File: config.mk
export PLATFORM = sky130hd
export DESIGN_NAME = frame_slot_matcher
export DESIGN_NICKNAME = d
export VERILOG_FILES = /design/src/rtl/fsc_pkg.sv /design/src/rtl/fsc_cfg_regs.sv /design/src/rtl/fsc_window_capture.sv /design/src/rtl/fsc_slot_unit.sv /design/src/rtl/frame_slot_matcher.sv
export SDC_FILE = /design/constraint.sdc
export NUM_CORES = 2
export LEC_CHECK = 0
export ABC_AREA = 1
export CAP_MARGIN = 40
export CORE_UTILIZATION = 40
export CTS_BUF_LIST = sky130_fd_sc_hd__clkbuf_4 sky130_fd_sc_hd__clkbuf_8
export CTS_CLUSTER_SIZE = 25
export DETAILED_ROUTE_END_ITERATION = 6
export DONT_BUFFER_PORTS = 1
export SETUP_SLACK_MARGIN = 0.1
export SLEW_MARGIN = 25
export SYNTH_ARGS = -nofsm -noshare
export SYNTH_HDL_FRONTEND = slang
export SYNTH_SLANG_ARGS = --single-unit
File: constraint.sdc
create_clock -name clk -period 25 [get_ports clk]
set_clock_uncertainty 0.1 [all_clocks]
set_input_delay 2.5 -clock clk [delete_from_list [all_inputs] [get_ports clk]]
set_output_delay 2.5 -clock clk [all_outputs]
set_load 0.1 [all_outputs]
File: src/rtl/fsc_pkg.sv
package fsc_pkg;

    localparam int KEY_BYTES   = 6;
    localparam int KEY_W       = 8 * KEY_BYTES;
    localparam int START_W     = 15;
    localparam int LEN_W       = 4;
    localparam int SPAN_W      = 3;
    localparam int DATA_W      = 32;
    localparam int SLOT_STRIDE = 16;
    localparam int VAL_LO      = 0;
    localparam int VAL_HI      = 4;
    localparam int IGN_LO      = 8;
    localparam int IGN_HI      = 12;

    typedef enum logic [1:0] {
        CMP_OFF = 2'd0,
        CMP_EQ  = 2'd1,
        CMP_GT  = 2'd2,
        CMP_LT  = 2'd3
    } cmp_kind_e;

    typedef struct packed {
        logic [KEY_W-1:0] value;
        logic [KEY_W-1:0] ignore;
    } slot_pattern_t;

    typedef struct packed {
        logic [START_W-1:0] start;
        logic [LEN_W-1:0]   len;
    } window_t;

    // Byte k of a register-order word moves to the k-th most significant byte.
    function automatic logic [KEY_W-1:0] msb_first(input logic [KEY_W-1:0] le);
        logic [KEY_W-1:0] r;
        r = '0;
        for (int k = 0; k < KEY_BYTES; k++)
            r[KEY_W-8-8*k +: 8] = le[8*k +: 8];
        return r;
    endfunction

    function automatic logic [SPAN_W-1:0] clamp_len(input logic [LEN_W-1:0] len);
        if (len > LEN_W'(KEY_BYTES))
            return SPAN_W'(KEY_BYTES);
        return len[SPAN_W-1:0];
    endfunction

    // Keeps the leading span bytes of a most-significant-first key.
    function automatic logic [KEY_W-1:0] head_mask(input logic [SPAN_W-1:0] span);
        logic [KEY_W-1:0] r;
        r = '0;
        for (int k = 0; k < KEY_BYTES; k++)
            if (k < int'(span))
                r[KEY_W-8-8*k +: 8] = 8'hFF;
        return r;
    endfunction

    function automatic logic [KEY_BYTES-1:0] need_bits(input logic [SPAN_W-1:0] span);
        logic [KEY_BYTES-1:0] r;
        r = '0;
        for (int k = 0; k < KEY_BYTES; k++)
            if (k < int'(span))
                r[k] = 1'b1;
        return r;
    endfunction

endpackage

File: src/rtl/fsc_cfg_regs.sv
module fsc_cfg_regs
    import fsc_pkg::*;
#(
    parameter int NUM_SLOTS = 8,
    parameter int AW        = 8
) (
    input  logic                  clk,
    input  logic                  rst,
    input  logic                  we,
    input  logic [AW-1:0]         addr,
    input  logic [DATA_W-1:0]     wdata,
    output logic [DATA_W-1:0]     rdata,
    input  logic                  sof,
    output slot_pattern_t         eff_pat  [NUM_SLOTS],
    output cmp_kind_e             eff_kind [NUM_SLOTS],
    output window_t               eff_win,
    output cmp_kind_e             act_kind [NUM_SLOTS]
);

    localparam int WIN_ADDR  = NUM_SLOTS * SLOT_STRIDE;
    localparam int KIND_ADDR = WIN_ADDR + 4;

    slot_pattern_t stg_pat  [NUM_SLOTS];
    slot_pattern_t act_pat  [NUM_SLOTS];
    cmp_kind_e     stg_kind [NUM_SLOTS];
    window_t       stg_win;
    window_t       act_win;

    always_ff @(posedge clk) begin
        if (rst) begin
            for (int n = 0; n < NUM_SLOTS; n++) begin
                stg_pat[n]  <= '0;
                act_pat[n]  <= '0;
                stg_kind[n] <= CMP_OFF;
                act_kind[n] <= CMP_OFF;
            end
            stg_win <= '0;
            act_win <= '0;
        end else begin
            if (sof) begin
                for (int n = 0; n < NUM_SLOTS; n++) begin
                    act_pat[n]  <= stg_pat[n];
                    act_kind[n] <= stg_kind[n];
                end
                act_win <= stg_win;
            end
            if (we) begin
                for (int n = 0; n < NUM_SLOTS; n++) begin
                    if (addr == AW'(n*SLOT_STRIDE + VAL_LO))
                        stg_pat[n].value[31:0] <= wdata;
                    if (addr == AW'(n*SLOT_STRIDE + VAL_HI))
                        stg_pat[n].value[KEY_W-1:32] <= wdata[KEY_W-33:0];
                    if (addr == AW'(n*SLOT_STRIDE + IGN_LO))
                        stg_pat[n].ignore[31:0] <= wdata;
                    if (addr == AW'(n*SLOT_STRIDE + IGN_HI))
                        stg_pat[n].ignore[KEY_W-1:32] <= wdata[KEY_W-33:0];
                    if (addr == AW'(KIND_ADDR))
                        stg_kind[n] <= cmp_kind_e'(wdata[2*n +: 2]);
                end
                if (addr == AW'(WIN_ADDR)) begin
                    stg_win.start <= wdata[START_W-1:0];
                    stg_win.len   <= wdata[16 +: LEN_W];
                end
            end
        end
    end

    always_comb begin
        rdata = '0;
        for (int n = 0; n < NUM_SLOTS; n++) begin
            if (addr == AW'(n*SLOT_STRIDE + VAL_LO))
                rdata = stg_pat[n].value[31:0];
            if (addr == AW'(n*SLOT_STRIDE + VAL_HI))
                rdata = DATA_W'(stg_pat[n].value[KEY_W-1:32]);
            if (addr == AW'(n*SLOT_STRIDE + IGN_LO))
                rdata = stg_pat[n].ignore[31:0];
            if (addr == AW'(n*SLOT_STRIDE + IGN_HI))
                rdata = DATA_W'(stg_pat[n].ignore[KEY_W-1:32]);
        end
        if (addr == AW'(WIN_ADDR))
            rdata = DATA_W'({stg_win.len, 1'b0, stg_win.start});
        if (addr == AW'(KIND_ADDR))
            for (int n = 0; n < NUM_SLOTS; n++)
                rdata[2*n +: 2] = stg_kind[n];
    end

    // The start-of-frame beat already uses the settings it is about to latch.
    always_comb begin
        for (int n = 0; n < NUM_SLOTS; n++) begin
            eff_pat[n]  = sof ? stg_pat[n]  : act_pat[n];
            eff_kind[n] = sof ? stg_kind[n] : act_kind[n];
        end
        eff_win = sof ? stg_win : act_win;
    end

endmodule

File: src/rtl/fsc_window_capture.sv
module fsc_window_capture
    import fsc_pkg::*;
(
    input  logic               clk,
    input  logic               rst,
    input  logic               sof,
    input  logic               eof,
    input  logic               valid,
    input  logic [START_W-1:0] idx,
    input  logic [7:0]         data,
    input  window_t            win,
    output logic [KEY_W-1:0]   key_le,
    output logic [SPAN_W-1:0]  span,
    output logic               full,
    output logic               frame_end,
    output logic               frame_open
);

    logic [KEY_BYTES-1:0] got;
    logic [KEY_BYTES-1:0] got_n;
    logic [KEY_W-1:0]     cap;
    logic [START_W:0]     rel;
    logic                 live;
    logic                 in_win;

    always_comb begin
        span   = clamp_len(win.len);
        live   = valid && (sof || frame_open);
        rel    = {1'b0, idx} - {1'b0, win.start};
        in_win = live && (idx >= win.start) && (rel < (START_W+1)'(span));
        got_n  = sof ? '0 : got;
        key_le = sof ? '0 : cap;
        for (int k = 0; k < KEY_BYTES; k++) begin
            if (in_win && rel == (START_W+1)'(k)) begin
                got_n[k]          = 1'b1;
                key_le[8*k +: 8]  = data;
            end
        end
        full      = (got_n & need_bits(span)) == need_bits(span);
        frame_end = eof && (sof || frame_open);
    end

    always_ff @(posedge clk) begin
        if (rst) begin
            frame_open <= 1'b0;
            got        <= '0;
            cap        <= '0;
        end else begin
            if (frame_end)
                frame_open <= 1'b0;
            else if (sof)
                frame_open <= 1'b1;
            got <= got_n;
            cap <= key_le;
        end
    end

endmodule

File: src/rtl/fsc_slot_unit.sv
module fsc_slot_unit
    import fsc_pkg::*;
(
    input  logic [KEY_W-1:0]  key_msb,
    input  logic [SPAN_W-1:0] span,
    input  slot_pattern_t     pat,
    input  cmp_kind_e         kind,
    output logic              hit
);

    logic [KEY_W-1:0] keep;
    logic [KEY_W-1:0] lhs;
    logic [KEY_W-1:0] rhs;

    always_comb begin
        keep = head_mask(span) & ~msb_first(pat.ignore);
        lhs  = key_msb & keep;
        rhs  = msb_first(pat.value) & keep;
        unique case (kind)
            CMP_EQ:  hit = (lhs == rhs);
            CMP_GT:  hit = (lhs > rhs);
            CMP_LT:  hit = (lhs < rhs);
            default: hit = 1'b0;
        endcase
    end

endmodule

File: src/rtl/frame_slot_matcher.sv
module frame_slot_matcher
    import fsc_pkg::*;
#(
    parameter int NUM_SLOTS = 8,
    localparam int AW = $clog2(NUM_SLOTS * SLOT_STRIDE + 8)
) (
    input  logic                 clk,
    input  logic                 rst,
    input  logic                 cfg_we,
    input  logic [AW-1:0]        cfg_addr,
    input  logic [DATA_W-1:0]    cfg_wdata,
    output logic [DATA_W-1:0]    cfg_rdata,
    input  logic                 rx_sof,
    input  logic                 rx_eof,
    input  logic                 rx_valid,
    input  logic [START_W-1:0]   rx_idx,
    input  logic [7:0]           rx_data,
    output logic                 match_valid,
    output logic [NUM_SLOTS-1:0] match_vec
);

    slot_pattern_t        eff_pat  [NUM_SLOTS];
    cmp_kind_e            eff_kind [NUM_SLOTS];
    cmp_kind_e            act_kind [NUM_SLOTS];
    window_t              eff_win;
    logic [KEY_W-1:0]     key_le;
    logic [KEY_W-1:0]     key_msb;
    logic [SPAN_W-1:0]    span;
    logic                 full;
    logic                 frame_end;
    logic                 frame_open;
    logic [NUM_SLOTS-1:0] hits;

    fsc_cfg_regs #(.NUM_SLOTS(NUM_SLOTS), .AW(AW)) u_regs (
        .clk      (clk),
        .rst      (rst),
        .we       (cfg_we),
        .addr     (cfg_addr),
        .wdata    (cfg_wdata),
        .rdata    (cfg_rdata),
        .sof      (rx_sof),
        .eff_pat  (eff_pat),
        .eff_kind (eff_kind),
        .eff_win  (eff_win),
        .act_kind (act_kind)
    );

    fsc_window_capture u_cap (
        .clk        (clk),
        .rst        (rst),
        .sof        (rx_sof),
        .eof        (rx_eof),
        .valid      (rx_valid),
        .idx        (rx_idx),
        .data       (rx_data),
        .win        (eff_win),
        .key_le     (key_le),
        .span       (span),
        .full       (full),
        .frame_end  (frame_end),
        .frame_open (frame_open)
    );

    assign key_msb = msb_first(key_le);

    for (genvar n = 0; n < NUM_SLOTS; n++) begin : g_slot
        fsc_slot_unit u_unit (
            .key_msb (key_msb),
            .span    (span),
            .pat     (eff_pat[n]),
            .kind    (eff_kind[n]),
            .hit     (hits[n])
        );
    end

    always_ff @(posedge clk) begin
        if (rst) begin
            match_valid <= 1'b0;
            match_vec   <= '0;
        end else if (frame_end) begin
            match_valid <= 1'b1;
            match_vec   <= full ? hits : '0;
        end else if (rx_sof) begin
            match_valid <= 1'b0;
            match_vec   <= '0;
        end
    end

endmodule

==> parameters.txt <==
Parameter                              Value

Worst setup path
  Cell family with the largest share of critical-path delay    simple AND/OR/NAND/NOR gates
  Highest fanout seen on the critical path    30
  Slowest CP cell    inv_1
  Bufs and invs on worst path    5
  Startpoint type of the worst setup path    primary input
  Cell with the most instances on the worst path    nand2_1
  Worst flop-to-flop path startpoint    u_regs.act_win[5]
  Sequence of cells on the critical path    inv_1 > nand2_1 > nor2_1 > inv_1 > nor2_2 > buf_4 > inv_1 > nand2_1 > a211oi_1 > nand4_1 > nand3_1 > nand4_1 > nand2_1 > nand3b_1 > nand2_1 > nand2_1 > nand2_1 > nand2_1 > nand2_1 > nand4_1 > nand2_1 > inv_1
  Data required time at the worst endpoint    between 20,000 and 25,000 ps
  Signal arrival time at the worst endpoint    between 6000 and 7000 ps
  Worst setup path start    cfg_addr[0]
  Worst path max stage delay    between 600 and 700 ps
  Worst setup path class    primary input to output pin
  Kind of end point of the critical path    output pin

Synthesis
  EDFF count, synth    about 1,600
  Number of warning messages in the yosys log    0
  Commonest register cell after synthesis    edfxtp_1
  Register bit total from synthesis    1,670
  Post-synthesis async set-or-reset flop share    0%
  Mapped cell area    around 89,000 sq um
  Mapped Nets    approximately 10,000
  Cell count after synthesis    between 9,000 and 10,000
  Share of synthesized area occupied by flip-flops and latches    54.9%
  Avg Synthesized Cell Area    9.00 sq um
  Netlist cell types    49

Power and ir drop
  Proportion of power drawn by the clock network    between 30% and 40%
  Cell area power density    approximately 66 nW/um^2
  Part of the power in combinational logic    a little over a tenth
  Peak supply drop    0.0598 mV
  Switching share of power    between 20% and 30%
  P_sw    between 1500 and 2000 uW
  Flop pwr share    around half
  Int Power    just under 5000 uW
  Leakage dissipation    about 0.041 uW

Die
  Initial standard-cell utilization of the core    approximately 40%
  IO Count    between 100 and 150
  Die X    around 470 um
  Placeable Area    around 220,000 sq um
  Vertical extent of the die    roughly 470 um
  Area of the die    225,000 sq um
  FP Rows    around 170

Global routing
  Met1 usage in global routing    between 30% and 40%
  GR Overflow Total    0
  Global-route wire length before repair    about 480,000 um
  M2 GR Usage    a little under half
  Via count of the first global-routing pass    between 60,000 and 70,000
  Largest net degree at the start of global routing    between 500 and 600
  Combined global-route utilization of all metal layers    between 20 and 30%
  Global routing's busiest layer    met2
  Number of antenna violations at the first check in global routing    10
  Global Route met3 Usage    6.15%

Place
  Cell area reported after detailed placement    around 94,000 sq um
  Number of input and output port buffers inserted    0
  Half-perimeter wire length after detailed placement    roughly 230,000 um
  Routability congestion estimate    roughly 1.0

Run status
  Violations in the final reports    design-rule violations, max-slew violations
  Status    complete, but fails checks

Final layout
  Post-Route Utilization    between 40% and 50%
  Area taken by multi-input logic gates    ~34,000 sq um
  Number of nets in the layout    10,400
  Share of layout cells above drive strength 1    roughly 8%
  Design Area, Final    99,600 sq um
  Filler Cell Count    about 21,000
  Storage element area    around 49,000 sq um
  Syn-to-layout area delta    11.7%

Detailed routing
  DRC Markers    6
  Count of routing violations after the opening detailed-route iteration    8,321
  Detailed-route wire length    between 300,000 and 400,000 um
  DR WL/cell    between 20 and 30 um
  Post-DR vias/cell    5.55
  Residual antenna-violating net count after detailed routing    0
  Overall via count from detail_route    between 70,000 and 80,000
  First drt pass iteration count    7

Clocking
  Clock tree buffer depth    4
  Hold buffers post-CTS    0
  Number of setup buffers added after CTS    0
  Clock tree from TritonCTS    built
  Post-cts gate resize count    0
  Clock transition at the registers of the reported paths    around 60 ps
  Clock latency at the later pin of the worst-skew pair    roughly 1100 ps
  Number of buffers inserted during clock tree synthesis    approximately 310
  CTS sink cnt    between 1,500 and 2,000
  Number of H-tree levels    5
  Clock tree root driver cell    clkbuf_8

Run
  # Max-Cap Violations    0

STA
  Slew at the pin with the worst max-slew slack    between 1500 and 2000 ps
  Min Clock Period, post-route    between 9000 and 10,000 ps
  Headroom to the max-slew limit    -1.74%
  Number of pins with negative max-slew slack in the final report    31
  Final cycle utilization of the critical path    37.1%
  Fmax    approximately 110 MHz
  Setup repair after global routing missed its margin    false
  Total negative setup slack    0 ps
  Total of endpoints with negative setup slack in the final report    0
  Final count of hold timing violations    0

Min path
  Worst hold-check path type    flop to flop
  Source of the worst hold timing path    u_cap.got[4]
-- state kept, by name, indices dropped and copies added, names as in the netlist --
| register | cells |
|---|---|
| u_regs.act_pat | 768 |
| u_cap.frame_open | 1 |
| u_cap.cap | 48 |
| u_regs.act_win | 19 |
| u_cap.got | 6 |
| u_regs.act_kind | 16 |
| u_regs.stg_win | 19 |
| u_regs.stg_kind | 16 |
| u_regs.stg_pat | 768 |
| match_vec | 8 |
| match_valid | 1 |
-- stage by stage --
step                      hold slack, ps  total power [uW]  setup WS, ps  std cells
final                                385              6610         15710      13100
after global routing                 396              6810         15660      13100
after CTS                            381              6620         15730      13100
after detailed placement             370              4040         14950      12600
after global placement               361              4010         13430      12500
after floorplan                      347              3820          3270       9916
-- synth_stat cells (11+ instances only) --
cell type | count | area (sq um)
and3_1 | 63 | 394
mux2i_1 | 132 | 1320
o21ai_1 | 12 | 60.1
o221ai_1 | 11 | 96.3
o21ai_0 | 524 | 2620
o2111ai_1 | 40 | 350
clkbuf_1 | 446 | 1670
a31oi_1 | 13 | 81.3
a221oi_1 | 70 | 613
o22ai_1 | 25 | 156
or2_2 | 16 | 100
a211oi_1 | 54 | 405
o211ai_1 | 57 | 428
a21oi_1 | 302 | 1510
o211a_1 | 11 | 110
ha_1 | 401 | 5020
a21boi_0 | 323 | 2420
nor3_1 | 32 | 160
nand4_1 | 103 | 644
nor4_1 | 14 | 87.6
nand3_1 | 206 | 1030
dfxtp_1 | 118 | 2360
clkinv_1 | 15 | 56.3
nand2_1 | 1905 | 7150
nor2_1 | 2042 | 7660
and2_1 | 192 | 1200
inv_2 | 52 | 195
edfxtp_1 | 1552 | 46600
buf_2 | 13 | 65.1
buf_1 | 57 | 214
inv_1 | 1069 | 4010
-- final timing paths --
check             endpoint  slack [ps]  depth (start not counted)
max          cfg_rdata[12]       15710                         22
min           u_cap.got[4]         380                          2
max reg2reg   match_vec[5]       17450                         28
min reg2reg   u_cap.got[4]         380                          2
-- final cells by class --
class / count / area share [%]
Timing Repair Buffer: 211 / 2.36
Multi-Input combinational cell: 6594 / 34.6
Sequential cell: 1670 / 49.2
Inverter: 1136 / 4.29
Clock inverter: 105 / 0.641
Tap cell: 2958 / 3.72
Antenna cell: 3 / 0.00754
Clock buffer: 419 / 5.19
-- routing by layer --
layer	part of all wire [%]	wire [um]
met5	0.013	42
met4	6.3	20900
met3	9.3	31000
met2	45	150000
met1	40	132000
-- cell families after synthesis --
group / share of synthesized area [%]
muxes: 1.48
xor gates and xnor gates: 0.118
adders and majority gates: 5.65
AOI/OAI and AO/OA: 10.1
and+or+nand+nor: 20.8
DFF: 54.9
buffers and inverters: 6.97
-- power groups by stage --
| stage | combinational (uW) | sequential (uW) | clock, uW |
|---|---|---|---|
| floorplan | 440 | 3380 | 0 |
| global placement | 650 | 3360 | 0 |
| detailed placement | 678 | 3370 | 0 |
| CTS | 681 | 3310 | 2630 |
| global route | 750 | 3320 | 2740 |
| finish | 694 | 3310 | 2600 |
-- placed cells by master (no fill, tap or decap), types with 63 or more instances in the layout --
cell | Yosys | layout
clkbuf_4 | 0 | 95
clkbuf_8 | 0 | 324
nand2_1 | 1905 | 1896
buf_4 | 0 | 152
a221oi_1 | 70 | 70
ha_1 | 401 | 401
inv_1 | 1069 | 1059
dfxtp_1 | 118 | 117
clkinv_1 | 15 | 83
and3_1 | 63 | 63
and2_1 | 192 | 192
mux2i_1 | 132 | 132
edfxtp_1 | 1552 | 1552
nand3_1 | 206 | 206
nor2_1 | 2042 | 2020
a21oi_1 | 302 | 301
o21ai_0 | 524 | 515
a21boi_0 | 323 | 323
nand4_1 | 103 | 103
-- tightest hold or removal path: cells and delay by family (launching register included) --
kind | cells | cell delay, ps
and+or+nand+nor | 1 | 70
DFF | 1 | 300
AOI/OAI and AO/OA | 1 | 70
Power figures use the tool's default switching activity.
